File: src/rtl/gfm_pkg.sv
package gfm_pkg;
  typedef enum logic {
    GFM_IDLE = 1'b0,
    GFM_RUN  = 1'b1
  } gfm_state_e;
endpackage

File: src/rtl/gfm_cfg.sv
module gfm_cfg #(
  parameter int W  = 64,
  parameter int DW = $clog2(W + 1),
  parameter logic [DW-1:0] RST_DEG  = 8,
  parameter logic [W:0]    RST_POLY = 'h11B
) (
  input  logic          clk,
  input  logic          rst_n,
  input  logic          wr_en,
  input  logic [DW-1:0] wr_deg,
  input  logic [W:0]    wr_poly,
  output logic [DW-1:0] deg,
  output logic [W:0]    poly,
  output logic [W-1:0]  mask
);
  localparam logic [DW-1:0] DEG_MAX = DW'(W);

  logic          deg_ok;
  logic          cfg_en;
  logic [DW-1:0] deg_d, deg_q;
  logic [W:0]    poly_d, poly_q;

  assign deg_ok = (wr_deg != '0) && (wr_deg <= DEG_MAX);
  assign cfg_en = wr_en && deg_ok;

  always_comb begin
    deg_d  = deg_q;
    poly_d = poly_q;
    if (cfg_en) begin
      deg_d  = wr_deg;
      poly_d = wr_poly;
    end
  end

  always_ff @(posedge clk or negedge rst_n) begin
    if (!rst_n) begin
      deg_q  <= RST_DEG;
      poly_q <= RST_POLY;
    end else begin
      deg_q  <= deg_d;
      poly_q <= poly_d;
    end
  end

  // bit i of the operand mask is live when i < m
  for (genvar i = 0; i < W; i++) begin : g_mask
    assign mask[i] = (deg_q > DW'(i));
  end

  assign deg  = deg_q;
  assign poly = poly_q;
endmodule

File: src/rtl/gfm_step.sv
module gfm_step #(
  parameter int W  = 64,
  parameter int DW = $clog2(W + 1)
) (
  input  logic [W-1:0]  mcand,
  input  logic [W-1:0]  mplier,
  input  logic [W-1:0]  acc,
  input  logic [DW-1:0] deg,
  input  logic [W:0]    poly,
  input  logic [W-1:0]  mask,
  output logic [W-1:0]  mcand_nx,
  output logic [W-1:0]  mplier_nx,
  output logic [W-1:0]  acc_nx
);
  logic [W:0] shifted;
  logic [W:0] reduced;
  logic       overflow;

  // conditional accumulate on the multiplier LSB
  assign acc_nx = mplier[0] ? (acc ^ mcand) : acc;

  // double the multiplicand and fold back bit m
  assign shifted  = {mcand, 1'b0};
  assign overflow = shifted[deg];
  assign reduced  = overflow ? (shifted ^ poly) : shifted;
  assign mcand_nx = reduced[W-1:0] & mask;

  assign mplier_nx = {1'b0, mplier[W-1:1]};
endmodule

File: src/rtl/gfm_ctrl.sv
module gfm_ctrl
  import gfm_pkg::*;
(
  input  logic clk,
  input  logic rst_n,
  input  logic start,
  input  logic last,
  output logic busy,
  output logic load,
  output logic finish
);
  gfm_state_e state_q, state_d;

  always_comb begin
    state_d = state_q;
    load    = 1'b0;
    finish  = 1'b0;
    unique case (state_q)
      GFM_IDLE: begin
        if (start) begin
          load    = 1'b1;
          state_d = GFM_RUN;
        end
      end
      GFM_RUN: begin
        if (last) begin
          finish  = 1'b1;
          state_d = GFM_IDLE;
        end
      end
      default: state_d = GFM_IDLE;
    endcase
  end

  always_ff @(posedge clk or negedge rst_n) begin
    if (!rst_n) state_q <= GFM_IDLE;
    else        state_q <= state_d;
  end

  assign busy = (state_q == GFM_RUN);
endmodule

File: src/rtl/gf_muladd_unit.sv
module gf_muladd_unit #(
  parameter int W  = 64,
  parameter int DW = $clog2(W + 1),
  parameter logic [DW-1:0] RST_DEG  = 8,
  parameter logic [W:0]    RST_POLY = 'h11B
) (
  input  logic          clk,
  input  logic          rst_n,
  input  logic          cfg_we,
  input  logic [DW-1:0] cfg_deg,
  input  logic [W:0]    cfg_poly,
  input  logic          start,
  input  logic          twin,
  input  logic [W-1:0]  opa,
  input  logic [W-1:0]  opc,
  input  logic [W-1:0]  opb,
  output logic          busy,
  output logic          done,
  output logic [W-1:0]  res_sum,
  output logic [W-1:0]  res_diff
);
  logic [DW-1:0] deg;
  logic [W:0]    poly;
  logic [W-1:0]  mask;
  logic          load, finish, last;

  logic [W-1:0] mcand_q, mcand_d, mcand_nx;
  logic [W-1:0] mplier_q, mplier_d, mplier_nx;
  logic [W-1:0] acc_q, acc_d, acc_nx;
  logic [W-1:0] addend_q, addend_d;
  logic         twin_q, twin_d;
  logic [W-1:0] sum_q, sum_d;
  logic [W-1:0] diff_q, diff_d;
  logic         done_q, done_d;

  gfm_cfg #(.W(W), .DW(DW), .RST_DEG(RST_DEG), .RST_POLY(RST_POLY)) u_cfg (
    .clk     (clk),
    .rst_n   (rst_n),
    .wr_en   (cfg_we && !busy),
    .wr_deg  (cfg_deg),
    .wr_poly (cfg_poly),
    .deg     (deg),
    .poly    (poly),
    .mask    (mask)
  );

  gfm_step #(.W(W), .DW(DW)) u_step (
    .mcand     (mcand_q),
    .mplier    (mplier_q),
    .acc       (acc_q),
    .deg       (deg),
    .poly      (poly),
    .mask      (mask),
    .mcand_nx  (mcand_nx),
    .mplier_nx (mplier_nx),
    .acc_nx    (acc_nx)
  );

  assign last = (mplier_nx == '0);

  gfm_ctrl u_ctrl (
    .clk    (clk),
    .rst_n  (rst_n),
    .start  (start),
    .last   (last),
    .busy   (busy),
    .load   (load),
    .finish (finish)
  );

  always_comb begin
    mcand_d  = mcand_q;
    mplier_d = mplier_q;
    acc_d    = acc_q;
    addend_d = addend_q;
    twin_d   = twin_q;
    sum_d    = sum_q;
    diff_d   = diff_q;
    done_d   = finish;
    if (load) begin
      mcand_d  = opa & mask;
      mplier_d = opc & mask;
      acc_d    = '0;
      addend_d = opb & mask;
      twin_d   = twin;
    end else if (busy) begin
      mcand_d  = mcand_nx;
      mplier_d = mplier_nx;
      acc_d    = acc_nx;
      if (finish) begin
        sum_d = acc_nx ^ addend_q;
        if (twin_q) diff_d = acc_nx ^ addend_q;
      end
    end
  end

  always_ff @(posedge clk or negedge rst_n) begin
    if (!rst_n) begin
      mcand_q  <= '0;
      mplier_q <= '0;
      acc_q    <= '0;
      addend_q <= '0;
      twin_q   <= 1'b0;
      sum_q    <= '0;
      diff_q   <= '0;
      done_q   <= 1'b0;
    end else begin
      mcand_q  <= mcand_d;
      mplier_q <= mplier_d;
      acc_q    <= acc_d;
      addend_q <= addend_d;
      twin_q   <= twin_d;
      sum_q    <= sum_d;
      diff_q   <= diff_d;
      done_q   <= done_d;
    end
  end

  assign done     = done_q;
  assign res_sum  = sum_q;
  assign res_diff = diff_q;
endmodule

File: config.mk
export PLATFORM = sky130hd
export DESIGN_NAME = gf_muladd_unit
export DESIGN_NICKNAME = d
export VERILOG_FILES = /design/src/rtl/gfm_pkg.sv /design/src/rtl/gfm_cfg.sv /design/src/rtl/gfm_step.sv /design/src/rtl/gfm_ctrl.sv /design/src/rtl/gf_muladd_unit.sv
export SDC_FILE = /design/constraint.sdc
export NUM_CORES = 1
export LEC_CHECK = 0
export BUFFER_PORTS_ARGS = -buffer_cell sky130_fd_sc_hd__buf_2
export CAP_MARGIN = 0
export CORE_MARGIN = 2
export CORE_UTILIZATION = 45
export CTS_CLUSTER_DIAMETER = 80
export DETAILED_ROUTE_END_ITERATION = 7
export GPL_ROUTABILITY_DRIVEN = 1
export PLACE_DENSITY = 0.71
export SETUP_SLACK_MARGIN = 0.02
export SLEW_MARGIN = 20
export SYNTH_ARGS = -nofsm -noshare
export SYNTH_HDL_FRONTEND = slang
export SYNTH_SLANG_ARGS = --single-unit
export TNS_END_PERCENT = 100
File: constraint.sdc
create_clock -name clk -period 2.5 [get_ports clk]
set_input_delay 0.375 -clock clk [delete_from_list [all_inputs] [get_ports clk]]
set_output_delay 0.375 -clock clk [all_outputs]
set_load 0.05 [all_outputs]
==> metrics.md, run 1 <==
| Metric | Value |
|---|---|
| Hold Path Origin | `cfg_poly[54]` |
| Startpoint types | `flip-flop` |
| First-pass GRT wire length | `114000 um` |
| Initial antenna violation count | `13` |
| Status | `finished with violations` |
| WP data arrival | `3.23 ns` |
| CTS max path bufs | `3` |
| Ys async rst share | `1.00` |
| Slew headroom | `0.397` |
| CP max FO | `15` |
| Hold Crit Class | `in -> reg` |
| Adder-cell share of the synthesized area | `0` |
| Post-synthesis xor/xnor area fraction | `0.0505` |
| Most instantiated library cell after synthesis | `dfrtp_1` |
| CTS tree | `built` |
| DRT antenna net count | `0` |
| I/O pin count | `399` |
| Register-to-register setup slack | `-0.26 ns` |
| Crit share post-route | `1.10` |
| Violated checks | `negative setup slack` |
| Fraction of layout cells with a size suffix above 1 | `0.324` |
| Largest cells by area after synthesis | `dfrtp_1 51%, mux2_2 10%, nand2_1 6.3%, a21oi_1 3.9%, o21ai_0 3.6%` |
| Area share of the largest cell type after synthesis | `0.505` |
| Clock Skews | `0.0200 ns` |
| Hold Path End | `u_cfg.poly[54]$_DFFE_PN0P_` |
| Largest net degree at the start of global routing | `roughly 140` |
| Synth Register Bits | `458` |
| CTS Root Cell | `clkbuf_16` |
| Top FF cell, synth | `dfrtp_1` |
| Setup CP Type | `reg -> reg` |
| Worst hold stages | `2` |
| TritonCTS Sinks | `458` |
| RSZ-0062 raised after global routing | `yes` |
| Final Max Tran Viols | `0` |
| Syn nets | `2493` |
| Reg2Reg Capture Point | `mcand_q[36]$_DFFE_PN0P_` |
| Via density | `~5.7` |
| DRT Wirelength | `between 70000 and 80000 um` |
| 1st-iter DRT viols | `2007` |
| R2R Path Start | `u_cfg.deg[0]$_DFFE_PN0P_` |
| Max_cap viols | `0` |
| Yosys top cell by area | `dfrtp_1` |
| Seq/Total Area, Yosys | `0.512` |
| R2r worst-path depth | `10` |
| DIE AREA | `51600 um2` |
| Die width | `227 um` |
| Post-synthesis simple-gate area fraction | `0.155` |
| GP Congestion | `0.917` |
| H-tree levels | `2` |
| Worst Tran Pin Value | `0.905 ns` |
| Post-DP HPWL | `53600 um` |
| Avg WL per Cell | `22.5 um` |
| Final net count | `3013` |
| Ys Warns | `0` |
| Pleak | `14.0 nW` |
| Endpoints failing setup | `94` |
| Hold Violations, Final | `0` |
| Filler instances | `approximately 4100` |
| TritonRoute pass-1 iters | `6` |
| Post-Syn Area | `22400 um2` |
| Area Overhead vs Synth | `29.9%` |
| Final design utilization | `0.593` |
| Fin Setup TNS | `-10.64 ns` |
| Largest family of logic cells by synthesized area | `simple AND/OR/NAND/NOR gates` |
| Maximum vdd drop | `530 uV` |
| Grt total ovfl | `0` |
| Synthesized area per cell | `10.1 um2` |
| Commonest cells in the netlist | `452 x dfrtp_1, 375 x nand2_1, 201 x mux2_2` |
| Gate Count Post-Synth | `2224` |
| Fmax | `363 MHz` |
| Core area | `49100 um2` |
| PnR Total Power | `19.4 mW` |
| Rows | `approximately 80` |
| Initial Utilization | `0.457` |
| Worst skew pair latency | `about 0.61 ns` |
| PD cells | `667 nW/um2` |
| Vias | `19800` |
| Final worst setup slack | `-0.256 ns` |
| Hold WS | `between 0.01 and 0.015 ns` |
| Post-synthesis mux area share | `0.116` |
| Distinct cell type count after synthesis | `53` |
| DRC violations left | `0` |
| GRT Util Overall | `0.291` |
| Die Ht | `227 um` |
| Synth Area in Compound Gates | `0.134` |
| CP endpoint kind | `flip-flop` |
| Worst-path clk slew | `about 0.06 ns` |
| Vias in the first global route | `between 15000 and 20000` |
| Input/output buffers | `397` |
| Post-synth EDFFs | `0` |
| Fin crit period | `2.76 ns` |
| Required time of the critical path | `2.98 ns` |
| Num CTS Buffers | `52` |
| Post-Place Setup Slack | `-0.260 ns` |
[cells in the final DEF (no fill, tap or decap), types with 7 or more instances in the layout]
master and instances:
clkbuf_1 10, nor3_1 7, nor4_1 13, nand2b_1 15, diode_2 12, xor2_1 64
nand4_1 34, dlygate4sd3_1 56, nor2_1 80, nand3b_1 26, a311o_1 8, a31oi_1 27
dfrtp_1 449, clkbuf_8 9, a21oi_1 175, buf_4 130, mux2_4 63, a21bo_1 25
buf_6 8, o211ai_1 32, buf_12 29, bufinv_16 7, mux4_2 13, nand2_1 374
nand3_1 88, and3_1 76, nor3b_1 7, a21o_1 44, o21ai_0 163, buf_2 395
nor2b_1 7, mux2_2 138, clkbuf_16 58, xnor2_1 65
[logic make-up (layout without fill, tap and decap cells)]
logic type / Yosys count / count (layout)
other cells: 0 / 12
mux: 219 / 219
buf+inv: 166 / 727
compound gates: 503 / 503
flops: 458 / 458
xor+xnor: 129 / 129
simple gates: 749 / 749
[per-stage QoR]
step,std cells,cell area (um2)
after floorplan,2224,22400
after global placement,3274,26000
after detailed placement,3274,26000
after CTS,3434,28500
after global routing,3458,29100
final,3461,29100
[worst max-delay path, stage by stage (launching register included)]
cell	delay [ns]
dfrtp_2	0.45
buf_12	0.16
mux2i_1	0.12
mux4_2	0.50
o41ai_2	0.25
nor4_2	0.11
a22oi_2	0.28
buf_4	0.21
buf_12	0.15
a21oi_1	0.08
a311o_1	0.31
[layer usage]
metal / vias up / share of wire / track usage
li1: 8883 / - / -
met1: 9800 / 0.41 / 0.383
met2: 942 / 0.48 / 0.483
met3: 161 / 0.075 / 0.0407
met4: 4 / 0.036 / 0.122
met5: - / 0.00039 / 0
[power breakdown]
part	leakage, nW	internal [mW]	total [mW]	switching [mW]
Clock	0.882	4.90	8.15	3.25
Combinational	6.91	1.21	2.91	1.71
Sequential	6.19	7.94	8.33	0.393
[registers in the layout, summed over array words and instances, names as in the netlist, 7 cells and up]
signal / count
acc_q: 64
addend_q: 64
mcand_q: 64
mplier_q: 64
res_diff: 64
res_sum: 64
u_cfg.deg: 7
u_cfg.poly: 64
[final cells by class]
class	instances	area, um2	area share
Antenna cell	12	30.0	0.00103
Clock buffer	72	1490	0.0511
Clock inverter	23	332	0.0114
Inverter	7	31.3	0.00108
Multi-Input combinational cell	1600	10500	0.363
Sequential cell	458	11500	0.395
Tap cell	664	831	0.0286
Timing Repair Buffer	625	4350	0.150
[what timing repair did]
action / in CTS / in global routing
hold buffers: 56 / 0
endpoints found under the hold margin: 101 / 0
gates cloned: 1 / 7
gates resized for setup: 18 / 82
buffers inserted: 8 / 9
pin swaps: 21 / 15
setup endpoints to repair: 110 / 165
[how the worst max path moves through the flow]
stage	start	to	slack [ns]	cells after the start
4_1_cts	u_cfg.deg[0]$_DFFE_PN0P_	mcand_q[19]$_DFFE_PN0P_	-0.20	11
5_1_grt	u_cfg.deg[0]$_DFFE_PN0P_	mcand_q[36]$_DFFE_PN0P_	-0.32	10
3_3_place_gp	u_cfg.deg[3]$_DFFE_PN1P_	mcand_q[7]$_DFFE_PN0P_	-0.25	9
2_1_floorplan	u_ctrl.busy$_DFF_PN0_	res_sum[23]$_DFFE_PN0P_	0.03	8
3_5_place_dp	u_cfg.deg[0]$_DFFE_PN0P_	mcand_q[56]$_DFFE_PN0P_	-0.26	10
6_report	u_cfg.deg[0]$_DFFE_PN0P_	mcand_q[36]$_DFFE_PN0P_	-0.26	10
(Power assumes the default switching activity.)
==> inputs of run 2 (changes only) <==
--- a/config.mk
+++ b/config.mk
@@ -9,6 +9,7 @@
 export CAP_MARGIN = 0
 export CORE_MARGIN = 2
 export CORE_UTILIZATION = 45
+export CTS_BUF_LIST = sky130_fd_sc_hd__clkbuf_16
 export CTS_CLUSTER_DIAMETER = 80
 export DETAILED_ROUTE_END_ITERATION = 7
 export GPL_ROUTABILITY_DRIVEN = 1
==> run 2 against run 1 <==
  * The flow still finishes with violations (negative setup slack)
  * Critical path depth did not move
  * Maximum frequency up 1.0%
  * Utilization is 0.20 points higher
  * Register-to-register slack better by 0.03 ns
  * Cell count up 0.17%
  * Sequential power about the same
  * Critical endpoint is now mcand_q[7]$_DFFE_PN0P_
==> metrics.md, run 2 (synthesized netlist as in run 1, its figures left out) <==
| Metric | Value |
|---|---|
| Largest net degree at the start of global routing | `141` |
| Clock Skews | `0.0223 ns` |
| I/O pin count | `399` |
| Post-DP HPWL | `53600 um` |
| Fin crit period | `2.73 ns` |
| DIE AREA | `approximately 52000 um2` |
| DRC violations left | `0` |
| H-tree levels | `2` |
| Grt total ovfl | `0` |
| Filler instances | `about 4000` |
| Logic pwr share | `0.159` |
| RSZ-0062 raised after global routing | `yes` |
| Required time of the critical path | `about 3 ns` |
| Final net count | `3020` |
| Hold Path End | `addend_q[1]$_DFFE_PN0P_` |
| DRT Wirelength | `78400 um` |
| Reg2Reg Capture Point | `mcand_q[7]$_DFFE_PN0P_` |
| Slew headroom | `0.400` |
| Clock power share | `0.407` |
| Fin cells | `3467` |
| Register area | `11500 um2` |
| TritonRoute pass-1 iters | `5` |
| Vias in the first global route | `19800` |
| Psw | `5.40 mW` |
| Worst hold stages | `3` |
| Crit share post-route | `1.09` |
| PD cells | `659 nW/um2` |
| Avg WL per Cell | `22.6 um` |
| Maximum vdd drop | `532 uV` |
| Status | `finished with violations` |
| GRT Util Overall | `0.292` |
| CP max FO | `15` |
| Setup CP Type | `reg -> reg` |
| Worst skew pair latency | `approximately 0.61 ns` |
| CTS Root Cell | `clkbuf_16` |
| Initial antenna violation count | `12` |
| Final Max Tran Viols | `0` |
| Startpoint types | `flip-flop` |
| Via density | `roughly 5.7` |
| Finished Cell Area | `29200 um2` |
| TritonCTS Sinks | `458` |
| Dpl cell area | `about 26000 um2` |
| Most frequent cells in the layout | `450 x dfrtp_1, 395 x buf_2, 374 x nand2_1, 173 x a21oi_1, 163 x o21ai_0` |
| Hold Violations, Final | `0` |
| Seq pwr share | `0.433` |
| Final worst setup slack | `-0.227 ns` |
| Fin Setup TNS | `-11.11 ns` |
| Endpoints failing setup | `86` |
| WP data arrival | `3.22 ns` |
| Area of the multi-input gates | `10500 um2` |
| Violated checks | `negative setup slack` |
| 1st-iter DRT viols | `1874` |
| Register-to-register setup slack | `-0.23 ns` |
| CTS tree | `built` |
| Area Overhead vs Synth | `30.3%` |
| Hold Crit Class | `in -> reg` |
| Initial Utilization | `0.457` |
| CTS max path bufs | `3` |
| # placed instances | `3274` |
| Fmax | `367 MHz` |
| GP Congestion | `between 0.9 and 1` |
| CP endpoint kind | `flip-flop` |
| R2R Path Start | `u_cfg.deg[0]$_DFFE_PN0P_` |
| DRT antenna net count | `0` |
| Net Sw Frac | `0.281` |
| Die Ht | `227 um` |
| Die width | `227 um` |
| First-pass GRT wire length | `approximately 110000 um` |
| Input/output buffers | `397` |
| Most common cell after layout, fill and taps aside | `dfrtp_1` |
| Core area | `49100 um2` |
| Worst Tran Pin Value | `0.900 ns` |
| P_int | `between 10 and 15 mW` |
| Worst-path clk slew | `0.07 ns` |
| Hold Path Origin | `opb[1]` |
| Fraction of layout cells with a size suffix above 1 | `0.323` |
| Rows | `81` |
| R2r worst-path depth | `10` |
| Num CTS Buffers | `52` |
| Pleak | `~14 nW` |
| Max_cap viols | `0` |
| Vias | `19800` |
-- run 2: worst max path at each step --
stage | start | endpoint | slack (ns)
after floorplan | u_ctrl.busy$_DFF_PN0_ | res_sum[23]$_DFFE_PN0P_ | 0.03
after global placement | u_cfg.deg[3]$_DFFE_PN1P_ | mcand_q[7]$_DFFE_PN0P_ | -0.25
after detailed placement | u_cfg.deg[0]$_DFFE_PN0P_ | mcand_q[56]$_DFFE_PN0P_ | -0.26
after CTS | u_cfg.deg[3]$_DFFE_PN1P_ | mcand_q[26]$_DFFE_PN0P_ | -0.20
after global routing | u_cfg.deg[3]$_DFFE_PN1P_ | mcand_q[61]$_DFFE_PN0P_ | -0.29
final | u_cfg.deg[0]$_DFFE_PN0P_ | mcand_q[7]$_DFFE_PN0P_ | -0.23
-- run 2: layout make-up --
class | count | share of cell area
multi-input cells | 1600 | 0.361
diodes | 11 | 0.000943
inverters | 7 | 0.00107
well taps | 664 | 0.0285
clock buffers | 53 | 0.0454
clock inverters | 42 | 0.0138
flip-flops and latches | 458 | 0.393
repair buffers | 632 | 0.156
-- run 2: worst max-delay path: stages (launching register included) --
cell and delay, ns:
dfrtp_1 0.41, buf_12 0.17, mux2i_1 0.12, mux4_2 0.50, o41ai_2 0.25, nor4_2 0.11
a22oi_2 0.25, buf_6 0.21, buf_12 0.17, a211oi_2 0.07, a311o_1 0.33
-- run 2: routing by layer --
metal  up-vias  routed length (um)  GRT usage
met5         -                  30          0
met1      9817               32000      0.382
met2       951               37700      0.482
met3       186                5850     0.0445
met4         4                2860      0.129
li1       8885                   -          -
-- run 2: stage by stage --
stage	utilization	setup slack, ns	total power, mW	hold WS, ns
2_1_floorplan	-	0.0348	9.94	0.0794
3_3_place_gp	0.529	-0.248	11.1	0.376
3_5_place_dp	0.529	-0.260	11.1	0.382
4_1_cts	0.581	-0.196	19.2	0.0000956
5_1_grt	0.595	-0.293	19.9	0.0102
6_report	0.595	-0.227	19.2	0.0116
-- run 2: what timing repair did --
| item | CTS | global route |
|---|---|---|
| pin swaps | 15 | 39 |
| hold buffers | 55 | 0 |
| buffers inserted | 7 | 12 |
| setup endpoints to repair | 113 | 170 |
| endpoints found under the hold margin | 100 | 0 |
| gates resized for setup | 23 | 84 |
| gates cloned | 4 | 9 |
-- run 2: power groups by stage --
stage / sequential, mW / combinational, mW / clock, mW
after global placement: 8.42 / 2.63 / 0
after floorplan: 8.36 / 1.58 / 0
after detailed placement: 8.45 / 2.70 / 0
final: 8.33 / 3.06 / 7.83
after global routing: 8.39 / 3.33 / 8.18
after CTS: 8.32 / 2.93 / 7.91
